## src/rtl/spdif_rx_fmt_pkg.sv

```systemverilog
`timescale 1ns/1ps
package spdif_rx_fmt_pkg;
  localparam int AUDIO_W = 20;
  localparam int AUX_W   = 4;
  localparam int PRE_W   = 4;
  localparam int FLAG_W  = 4;
  localparam int WORD_W  = FLAG_W + AUDIO_W + AUX_W + PRE_W;
  localparam int HALF_W  = WORD_W / 2;

  typedef enum logic [1:0] {
    FMT_16  = 2'd0,
    FMT_20  = 2'd1,
    FMT_24  = 2'd2,
    FMT_RAW = 2'd3
  } fmtSel_t;

  localparam logic [PRE_W-1:0] PRE_BLOCK = 4'h1;
  localparam logic [PRE_W-1:0] PRE_LEFT  = 4'h2;
  localparam logic [PRE_W-1:0] PRE_RIGHT = 4'h4;

  typedef struct packed {
    logic loadHold;
    logic emitSingle;
    logic emitPair;
    logic loadOut;
    logic curIsLeft;
  } fmtStrobe_t;
endpackage

```

## src/rtl/spdif_rx_fmt_ctrl.sv

```systemverilog
`timescale 1ns/1ps
module spdif_rx_fmt_ctrl
  import spdif_rx_fmt_pkg::*;
(
  input  logic             clk,
  input  logic             rstN,
  input  logic             rxEnable,
  input  logic [1:0]       bitMode,
  input  logic             packEnable,
  input  logic             startLeft,
  input  logic             sfValid,
  input  logic [PRE_W-1:0] sfPreamble,
  input  logic             wordReady,
  output fmtStrobe_t       strobe,
  output logic             wordValid,
  output logic             overrunPulse
);
  logic armed, halfFull;
  logic isLeft, isRight, startMatch, accept, packEff, complete, hasRoom;

  always_comb begin
    isLeft     = (sfPreamble == PRE_BLOCK) || (sfPreamble == PRE_LEFT);
    isRight    = (sfPreamble == PRE_RIGHT);
    startMatch = startLeft ? isLeft : isRight;
    accept     = rxEnable && sfValid && (isLeft || isRight) && (armed || startMatch);
    packEff    = packEnable && (fmtSel_t'(bitMode) == FMT_16);
    strobe.loadHold   = accept && packEff && !halfFull;
    strobe.emitPair   = accept && packEff && halfFull;
    strobe.emitSingle = accept && !packEff;
    strobe.curIsLeft  = isLeft;
    complete = strobe.emitPair || strobe.emitSingle;
    hasRoom  = !wordValid || wordReady;
    strobe.loadOut = complete && hasRoom;
  end

  always_ff @(posedge clk) begin
    if (!rstN) begin
      armed        <= 1'b0;
      halfFull     <= 1'b0;
      wordValid    <= 1'b0;
      overrunPulse <= 1'b0;
    end else begin
      armed <= rxEnable ? (armed || accept) : 1'b0;
      if (!rxEnable || !packEff)   halfFull <= 1'b0;
      else if (strobe.loadHold)    halfFull <= 1'b1;
      else if (strobe.emitPair)    halfFull <= 1'b0;
      if (strobe.loadOut)          wordValid <= 1'b1;
      else if (wordReady)          wordValid <= 1'b0;
      overrunPulse <= complete && !hasRoom;
    end
  end

  AST_OVR_CAUSE: assert property (@(posedge clk) disable iff (!rstN)
    overrunPulse |-> $past(wordValid && !wordReady));

  AST_WORD_SOURCE: assert property (@(posedge clk) disable iff (!rstN)
    $rose(wordValid) |-> $past(rxEnable && sfValid));

  AST_PAIR_FIRST_SILENT: assert property (@(posedge clk) disable iff (!rstN)
    (rxEnable && sfValid && packEff && !halfFull) |=> (!$rose(wordValid) && !overrunPulse));
endmodule

```

## src/rtl/spdif_rx_fmt_dp.sv

```systemverilog
`timescale 1ns/1ps
module spdif_rx_fmt_dp
  import spdif_rx_fmt_pkg::*;
(
  input  logic               clk,
  input  logic               rstN,
  input  fmtStrobe_t         strobe,
  input  logic [1:0]         bitMode,
  input  logic [PRE_W-1:0]   sfPreamble,
  input  logic [AUX_W-1:0]   sfAux,
  input  logic [AUDIO_W-1:0] sfAudio,
  input  logic               sfValidity,
  input  logic               sfUser,
  input  logic               sfChStat,
  input  logic               sfParity,
  output logic [WORD_W-1:0]  wordData
);
  localparam int PAD16 = WORD_W - FLAG_W - PRE_W - HALF_W;
  localparam int PAD20 = WORD_W - FLAG_W - PRE_W - AUDIO_W;

  logic [HALF_W-1:0] holdSample;
  logic              holdIsLeft;
  logic [HALF_W-1:0] curSample;
  logic [FLAG_W-1:0] flags;
  logic [WORD_W-1:0] singleWord, pairWord;

  always_comb begin
    curSample = sfAudio[AUDIO_W-1 -: HALF_W];
    flags     = {sfParity, sfChStat, sfUser, sfValidity};
    case (fmtSel_t'(bitMode))
      FMT_16:  singleWord = {flags, sfPreamble, {PAD16{1'b0}}, curSample};
      FMT_20:  singleWord = {flags, sfPreamble, {PAD20{1'b0}}, sfAudio};
      FMT_24:  singleWord = {flags, sfPreamble, sfAudio, sfAux};
      default: singleWord = {flags, sfAudio, sfAux, sfPreamble};
    endcase
    pairWord = holdIsLeft ? {curSample, holdSample} : {holdSample, curSample};
  end

  always_ff @(posedge clk) begin
    if (!rstN) begin
      holdSample <= '0;
      holdIsLeft <= 1'b0;
      wordData   <= '0;
    end else begin
      if (strobe.loadHold) begin
        holdSample <= curSample;
        holdIsLeft <= strobe.curIsLeft;
      end
      if (strobe.loadOut)
        wordData <= strobe.emitPair ? pairWord : singleWord;
    end
  end

  AST_HOLD_ONLY_FIRST: assert property (@(posedge clk) disable iff (!rstN)
    !strobe.loadHold |=> $stable(holdSample));
endmodule

```

## src/rtl/spdif_rx_word_fmt.sv

```systemverilog
`timescale 1ns/1ps
module spdif_rx_word_fmt
  import spdif_rx_fmt_pkg::*;
(
  input  logic               clk,
  input  logic               rstN,
  input  logic               rxEnable,
  input  logic [1:0]         bitMode,
  input  logic               packEnable,
  input  logic               startLeft,
  input  logic               sfValid,
  input  logic [PRE_W-1:0]   sfPreamble,
  input  logic [AUX_W-1:0]   sfAux,
  input  logic [AUDIO_W-1:0] sfAudio,
  input  logic               sfValidity,
  input  logic               sfUser,
  input  logic               sfChStat,
  input  logic               sfParity,
  input  logic               wordReady,
  output logic               wordValid,
  output logic [WORD_W-1:0]  wordData,
  output logic               overrunPulse
);
  fmtStrobe_t strobe;

  spdif_rx_fmt_ctrl u_ctrl (
    .clk(clk), .rstN(rstN), .rxEnable(rxEnable), .bitMode(bitMode),
    .packEnable(packEnable), .startLeft(startLeft), .sfValid(sfValid),
    .sfPreamble(sfPreamble), .wordReady(wordReady), .strobe(strobe),
    .wordValid(wordValid), .overrunPulse(overrunPulse)
  );

  spdif_rx_fmt_dp u_dp (
    .clk(clk), .rstN(rstN), .strobe(strobe), .bitMode(bitMode),
    .sfPreamble(sfPreamble), .sfAux(sfAux), .sfAudio(sfAudio),
    .sfValidity(sfValidity), .sfUser(sfUser), .sfChStat(sfChStat),
    .sfParity(sfParity), .wordData(wordData)
  );

  AST_PENDING_STABLE: assert property (@(posedge clk) disable iff (!rstN)
    (wordValid && !wordReady) |=> (wordValid && $stable(wordData)));

  AST_RESET_IDLE: assert property (@(posedge clk)
    !rstN |=> (!wordValid && !overrunPulse));
endmodule

```

## config.mk

```make
export PLATFORM = sky130hd
export DESIGN_NAME = spdif_rx_word_fmt
export DESIGN_NICKNAME = d
export VERILOG_FILES = /design/src/rtl/spdif_rx_fmt_pkg.sv /design/src/rtl/spdif_rx_fmt_ctrl.sv /design/src/rtl/spdif_rx_fmt_dp.sv /design/src/rtl/spdif_rx_word_fmt.sv
export SDC_FILE = /design/constraint.sdc
export NUM_CORES = 1
export LEC_CHECK = 0
export CAP_MARGIN = 5
export CORE_MARGIN = 5
export CORE_UTILIZATION = 35
export DETAILED_ROUTE_END_ITERATION = 10
export HOLD_SLACK_MARGIN = 0.03
export SLEW_MARGIN = 5
export SYNTH_ARGS = -nofsm -noshare
export SYNTH_HDL_FRONTEND = slang
export SYNTH_SLANG_ARGS = --single-unit
export TNS_END_PERCENT = 5
```

## constraint.sdc

```tcl
create_clock -name clk -period 4.2 [get_ports clk]
set_input_delay 0.84 -clock clk [delete_from_list [all_inputs] [get_ports clk]]
set_output_delay 0.84 -clock clk [all_outputs]
set_load 0.02 [all_outputs]
```

==> results of run 1 <==
==> per-stage QoR <==
stage          hold WS [ns]  util (%)  power [mW]  cells  instance area (µm²)
3_3_place_gp          0.455      43.8       0.758    553                 4280
4_1_cts               0.481      44.7        1.06    560                 4370
5_1_grt               0.502      44.7        1.10    560                 4370
6_report              0.476      44.7        1.05    560                 4370
2_1_floorplan         0.442         -       0.661    378                 3490
3_5_place_dp          0.467      43.8       0.759    553                 4280
==> area by class of cell <==
| cell class | instances | area [µm²] | share of cell area (%) |
|---|---|---|---|
| multi-input combinational | 277 | 2210 | 50.5 |
| clock buffer | 7 | 86.3 | 1.98 |
| inverter | 2 | 7.51 | 0.172 |
| timing repair buffer | 88 | 841 | 19.2 |
| sequential | 53 | 1060 | 24.3 |
| tap | 133 | 166 | 3.81 |
==> power groups by stage <==
stage	Sequential [mW]	Clock [mW]	Combinational, mW
detailed placement	0.522	0	0.236
global route	0.512	0.328	0.257
finish	0.511	0.296	0.240
floorplan	0.528	0	0.133
CTS	0.511	0.307	0.238
global placement	0.523	0	0.235
==> layout by cell type (no fill, tap or decap), drive strengths merged <==
master | synthesis | final
a22oi | 4 | 4
o21a | 1 | 1
o31ai | 1 | 1
xor2 | 1 | 1
a21oi | 2 | 2
nor3b | 1 | 1
o32ai | 23 | 23
nand3 | 2 | 2
or3 | 1 | 1
and2 | 1 | 1
a41oi | 4 | 4
nor4 | 24 | 24
nor4b | 2 | 2
mux4 | 8 | 8
nand2 | 59 | 59
dfxtp | 53 | 53
xnor2 | 1 | 1
mux2i | 38 | 38
clkdlybuf4s50 | 0 | 73
a311oi | 5 | 5
or2 | 1 | 1
a31oi | 32 | 32
o211a | 1 | 1
and3 | 4 | 4
nand4 | 6 | 6
a211oi | 4 | 4
nor2b | 6 | 6
clkbuf | 28 | 7
o21ai | 1 | 1
nor2 | 1 | 1
inv | 2 | 2
buf | 18 | 15
nor3 | 2 | 2
or4 | 2 | 2
mux2 | 39 | 39
==> flip-flops by register name (all words and copies together) (netlist names) <==
name	count
u_dp.wordData	32
u_dp.holdSample	16
u_ctrl.halfFull	1
u_ctrl.overrunPulse	1
u_ctrl.armed	1
u_dp.holdIsLeft	1
u_ctrl.wordValid	1
==> cells in the mapped netlist (5+ instances only) <==
cell type	number	area share, %
nand2_1	59	6.3
clkbuf_1	28	3.0
mux2_2	37	12
mux4_2	8	5.2
a31oi_1	32	5.7
o32ai_1	23	5.8
buf_2	10	1.4
dfxtp_1	53	30
nor2b_1	6	1.1
mux2i_1	38	11
nor4_1	24	4.3
nand4_1	5	0.90
==> worst max-delay path: stages <==
cell             delay, ns
clkdlybuf4s50_1       0.64
or3_1                 0.18
and3_1                0.49
nand4_2               0.64
o32ai_1               0.48
==> metal layers <==
layer | vias up | routed length, µm | GRT usage (%)
met1 | 1605 | 5230 | 26.6
li1 | 1562 | - | -
met4 | 0 | 158 | 4.36
met5 | - | 0 | 0
met3 | 11 | 805 | 3.76
met2 | 144 | 5090 | 29.8
==> final timing paths <==
path              slack [ns]  cells after the start                       startpoint                               to
setup / recovery        1.12                      5                    sfPreamble[2]   u_dp.wordData[30]$_SDFFE_PN0P_
hold / removal          0.48                      2  u_dp.holdSample[9]$_SDFFE_PN0P_  u_dp.holdSample[9]$_SDFFE_PN0P_
setup reg to reg        2.10                      4     u_dp.holdIsLeft$_SDFFE_PN0P_   u_dp.wordData[22]$_SDFFE_PN0P_
hold reg to reg         0.48                      2  u_dp.holdSample[9]$_SDFFE_PN0P_  u_dp.holdSample[9]$_SDFFE_PN0P_
==> logic make-up (layout without fill, tap and decap cells) <==
kind of cell | count (synthesis) | after routing
AND/OR/NAND/NOR | 112 | 112
multiplexers | 85 | 85
AO/OA/AOI/OAI | 78 | 78
flip-flops | 53 | 53
buffers and inverters | 48 | 97
XOR/XNOR | 2 | 2
==> results by group, run 1 <==
Run
  – Max capacitance violation total: 0

Logic synthesis
  – Ys async rst share: 0%
  – Syn Inst Count: 378
  – Main synth FF type: dfxtp_1
  – Synthesis warning total: 0
  – Synth Area in XOR/XNOR: 0.501%
  – Largest family of logic cells by synthesized area: multiplexers
  – Unique masters post-synth: 40
  – Post-synthesis sequential area ratio: 30.4%
  – Post-synthesis adder-cell area fraction: 0%
  – EDFF count, synth: 0
  – Cell Area, Synth: 0.00349 mm²
  – Post-synthesis area per instance: 9.24 µm²
  – Post-synthesis simple-gate area fraction: 16.2%
  – Mux cell area share after synthesis: 28.6%
  – Net count after synthesis: 419
  – FF+latch count, synth: 53
  – Complex-gate fraction of the synthesized area: 17.7%

Hold path
  – Hold crit path type: flop to flop

GRT
  – First-pass GRT wire length: 18.0 mm
  – Antenna violations before repair: 0
  – GRT Resource Usage Total: 18.9%
  – Vias in the first global route: 3339
  – Largest net degree at the start of global routing: 48
  – GRT overflow: 0

Placement
  – IO Port Bufs: 74
  – Placement Setup Slack: 0.837 ns
  – Routability cong.: 0.927
  – HPWL after detailed placement: 8.02 mm

Timing
  – Max-slew violation count: 0
  – Worst Skew: 0.00585 ns
  – Fin Setup TNS: 0 ns
  – Fin crit period: 3.08 ns
  – Worst Max-Slew Pin Slew: 1.04 ns
  – Crit share post-route: 73.4%
  – Fmax: 324 MHz
  – RSZ-0062 raised after global routing: no
  – Setup WS post-layout: 1.12 ns
  – Final setup violation count: 0
  – Count of final hold-check violations: 0
  – Max-slew headroom: 30.4%

Power
  – Clk pwr share: 28.3%
  – Sw Share: 29.0%
  – Leakage: 1.47 nW
  – Pint: 743 µW
  – Seq pwr share: 48.8%
  – Combinational Power Share: 22.9%
  – Sw Pwr: 304 µW
  – Worst vdd ir: 0.000135 V
  – PwrDens: 239 mW/mm²

Floorplanning
  – # rows: 36
  – Die area: 0.0121 mm²
  – Die width: 110 µm
  – Core Area: 0.00977 mm²
  – Top-level I/O count: 75
  – Starting Density: 35.7%
  – Chip height: 110 µm

Setup path
  – Critical Path Sink Type: flop
  – Crit Path Category: primary input to flop
  – Worst Path Arrival: 3.28 ns
  – Max FO, Critical Path: 23
  – Startpoint class of the critical path: primary input
  – Required @ worst endpoint: 4.39 ns

Clocking
  – Hold buffer count at cts: 0
  – Post-CTS sizing: 0
  – Clk sink count: 53
  – Later-pin clock latency in the skew report: 0.30 ns
  – Htree depth: 2
  – Clock-pin slew on the worst setup and hold paths: 0.09 ns
  – Clock Tree Buf Depth: 2
  – Setup bufs post-CTS: 0
  – CTS Buf Count: 5
  – CTS tree: built
  – Root Buffer: clkbuf_8

Final layout
  – Synth-to-layout area growth: 25.1%
  – Antenna Diode Count: 0
  – FILL cells: 970
  – Layout Nets: 468
  – Layout cells sized above 1: 17.8%

Drt
  – Router iterations before antenna repair: 5
  – Final wirelength: 11.3 mm
  – Number of remaining DRC errors: 0
  – Avg Vias per Cell: 5.93
  – Vias: 3322
  – WL per Instance: 20.2 µm
  – DRT antenna net count: 0
  – DR iter-0 viols: 216

Status
  – Status: finished clean
Power figures use the tool's default switching activity.
==> run 2, diff against run 1 <==
clock period = 2.6 ns   (was 4.2 ns; I/O delays follow)
==> results by group, run 2 (synthesized netlist as in run 1, its figures left out) <==
Drt
  – DRT antenna net count: 0 (unchanged)
  – Vias: 3393 (+2.1%)
  – WL per Instance: 20.0 µm (-0.57%)
  – Router iterations before antenna repair: 5 (unchanged)
  – Number of remaining DRC errors: 0 (unchanged)
  – Final wirelength: 11.5 mm (+1.9%)
  – DR iter-0 viols: 150 (-31%)
  – Avg Vias per Cell: 5.91 (-0.35%)

Timing
  – Final setup violation count: 0 (unchanged)
  – Max-slew violation count: 0 (unchanged)
  – Count of final hold-check violations: 0 (unchanged)
  – Fmax: 451 MHz
  – Worst Max-Slew Pin Slew: 0.537 ns (-0.502 ns)
  – Fin Setup TNS: 0 ns (unchanged)
  – Worst Skew: 0.0101 ns (+0.00426 ns)
  – RSZ-0062 raised after global routing: no
  – Fin crit period: 2.22 ns
  – Max-slew headroom: 63.8% (+33 points)
  – Crit share post-route: 85.2%

Placement
  – Routability cong.: 0.908 (-2.0%)
  – IO Port Bufs: 74 (unchanged)
  – Placement Cell Area: 0.00444 mm² (+3.6%)
  – HPWL after detailed placement: 8.19 mm (+2.1%)

Clocking
  – CTS Buf Count: 5 (unchanged)
  – Clock Tree Buf Depth: 2 (unchanged)
  – Later-pin clock latency in the skew report: 0.31 ns (about the same)
  – Clock-pin slew on the worst setup and hold paths: 0.09 ns (about the same)
  – Root Buffer: clkbuf_8
  – Setup bufs post-CTS: 0 (unchanged)
  – CTS tree: built
  – Htree depth: 2 (unchanged)
  – Hold buffer count at cts: 0 (unchanged)
  – Post-CTS sizing: 0 (unchanged)
  – Clk sink count: 53 (unchanged)

Floorplanning
  – Core Area: 0.00977 mm² (unchanged)
  – Die width: 110 µm (unchanged)
  – Starting Density: 35.7% (unchanged)
  – Chip height: 110 µm (unchanged)
  – # rows: 36 (unchanged)
  – Die area: 0.0121 mm² (unchanged)
  – Top-level I/O count: 75 (unchanged)

GRT
  – Antenna violations before repair: 0 (unchanged)
  – Vias in the first global route: 3278 (-1.8%)
  – First-pass GRT wire length: 18.1 mm (+0.50%)
  – GRT Resource Usage Total: 19.5% (+0.51 points)
  – Largest net degree at the start of global routing: 46 (-4.2%)
  – GRT overflow: 0 (unchanged)

Final layout
  – Max reg flops: 32 (unchanged)
  – Most frequent cells in the layout: clkdlybuf4s50_1, nand2_1, dfxtp_1
  – Commonest non-fill, non-tap cell in the layout: clkdlybuf4s50_1
  – Post-Layout Inst Area: 0.00454 mm² (+4.0%)
  – Largest registers: u_dp.wordData x32, u_dp.holdSample x16
  – Layout Nets: 482 (+3.0%)
  – Multi-input gate area: 0.00221 mm² (unchanged)
  – FILL cells: 990 (+2.1%)
  – Synth-to-layout area growth: 30.1%
  – Seq. cell area: 0.00106 mm² (unchanged)
  – Most flops, register: u_dp.wordData
  – Antenna Diode Count: 0 (unchanged)
  – Layout cells sized above 1: 20.6% (+2.8 points)

Power
  – Sw Share: 28.6% (-0.45 points)
  – Worst vdd ir: 0.000217 V (+60%)
  – Combinational Power Share: 22.9% (about the same)
  – Seq pwr share: 45.8% (-3.0 points)
  – Pint: 1.29 mW (+73%)
  – Power, Total: 1.80 mW (+72%)
  – Sw Pwr: 514 µW (+69%)
  – PwrDens: 396 mW/mm² (+66%)
  – Leakage: 1.56 nW (+6.3%)
  – Clk pwr share: 31.3% (+3.0 points)

Hold path
  – Min-delay src: u_dp.holdSample[0]$_SDFFE_PN0P_
  – Hold crit path type: flop to flop

Setup path
  – Required @ worst endpoint: 2.79 ns (-1.60 ns)
  – Crit Path Category: primary input to flop
  – Startpoint class of the critical path: primary input
  – Critical Path Sink Type: flop
  – Worst Path Arrival: 2.40 ns (-0.88 ns)
  – Crit path from: sfPreamble[2]
  – RR Startpoint: u_dp.holdIsLeft$_SDFFE_PN0P_
  – Max FO, Critical Path: 11 (-52%)

Status
  – Status: finished clean

Run
  – Max capacitance violation total: 0 (unchanged)
-- run 2: critical path, cell delays in order --
cell	delay (ns)
clkdlybuf4s50_1	0.53
buf_4	0.18
xor2_1	0.19
nor2_1	0.11
buf_4	0.21
nor4_1	0.52
o32ai_1	0.14
-- run 2: routing by layer --
metal,share of wire [%],vias to the layer above,track usage (%)
li1,-,1594,-
met3,9.7,14,4.35
met4,1.6,0,5.34
met1,44,1618,27.5
met5,0,-,0
met2,45,167,29.7
-- run 2: power by group through the flow --
stage	Sequential [mW]	Combinational, mW	Clock [mW]
3_3_place_gp	0.844	0.401	0
2_1_floorplan	0.853	0.215	0
3_5_place_dp	0.844	0.403	0
5_1_grt	0.826	0.439	0.611
4_1_cts	0.825	0.407	0.583
6_report	0.825	0.411	0.564
-- run 2: worst paths after layout --
path | to | slack (ns) | cells past startpoint
max | u_dp.wordData[4]$_SDFFE_PN0P_ | 0.38 | 7
min | u_dp.holdSample[0]$_SDFFE_PN0P_ | 0.47 | 2
max reg2reg | u_dp.wordData[4]$_SDFFE_PN0P_ | 0.73 | 4
min reg2reg | u_dp.holdSample[0]$_SDFFE_PN0P_ | 0.47 | 2
-- run 2: area by class of cell --
cell class / count / area share [%]
clock inverters: 2 / 0.771
inverters: 2 / 0.165
repair buffers: 102 / 21.9
multi-input cells: 277 / 48.6
well taps: 133 / 3.66
clock buffers: 5 / 1.51
flip-flops and latches: 53 / 23.4
-- run 2: through the flow --
| step | setup WS (ns) | instances | utilization (%) | hold slack (ns) |
|---|---|---|---|---|
| 2_1_floorplan | 0.643 | 378 | - | 0.442 |
| 5_1_grt | 0.266 | 574 | 46.5 | 0.497 |
| 3_3_place_gp | 0.109 | 567 | 45.4 | 0.453 |
| 6_report | 0.385 | 574 | 46.5 | 0.475 |
| 3_5_place_dp | 0.116 | 567 | 45.4 | 0.463 |
| 4_1_cts | 0.445 | 574 | 46.5 | 0.477 |
==> run 3, diff against run 2 <==
CTS_CLUSTER_SIZE = 25   (was not set)
==> results of run 3 <==
The final DEF is identical to that of run 2; final timing and power are the same.
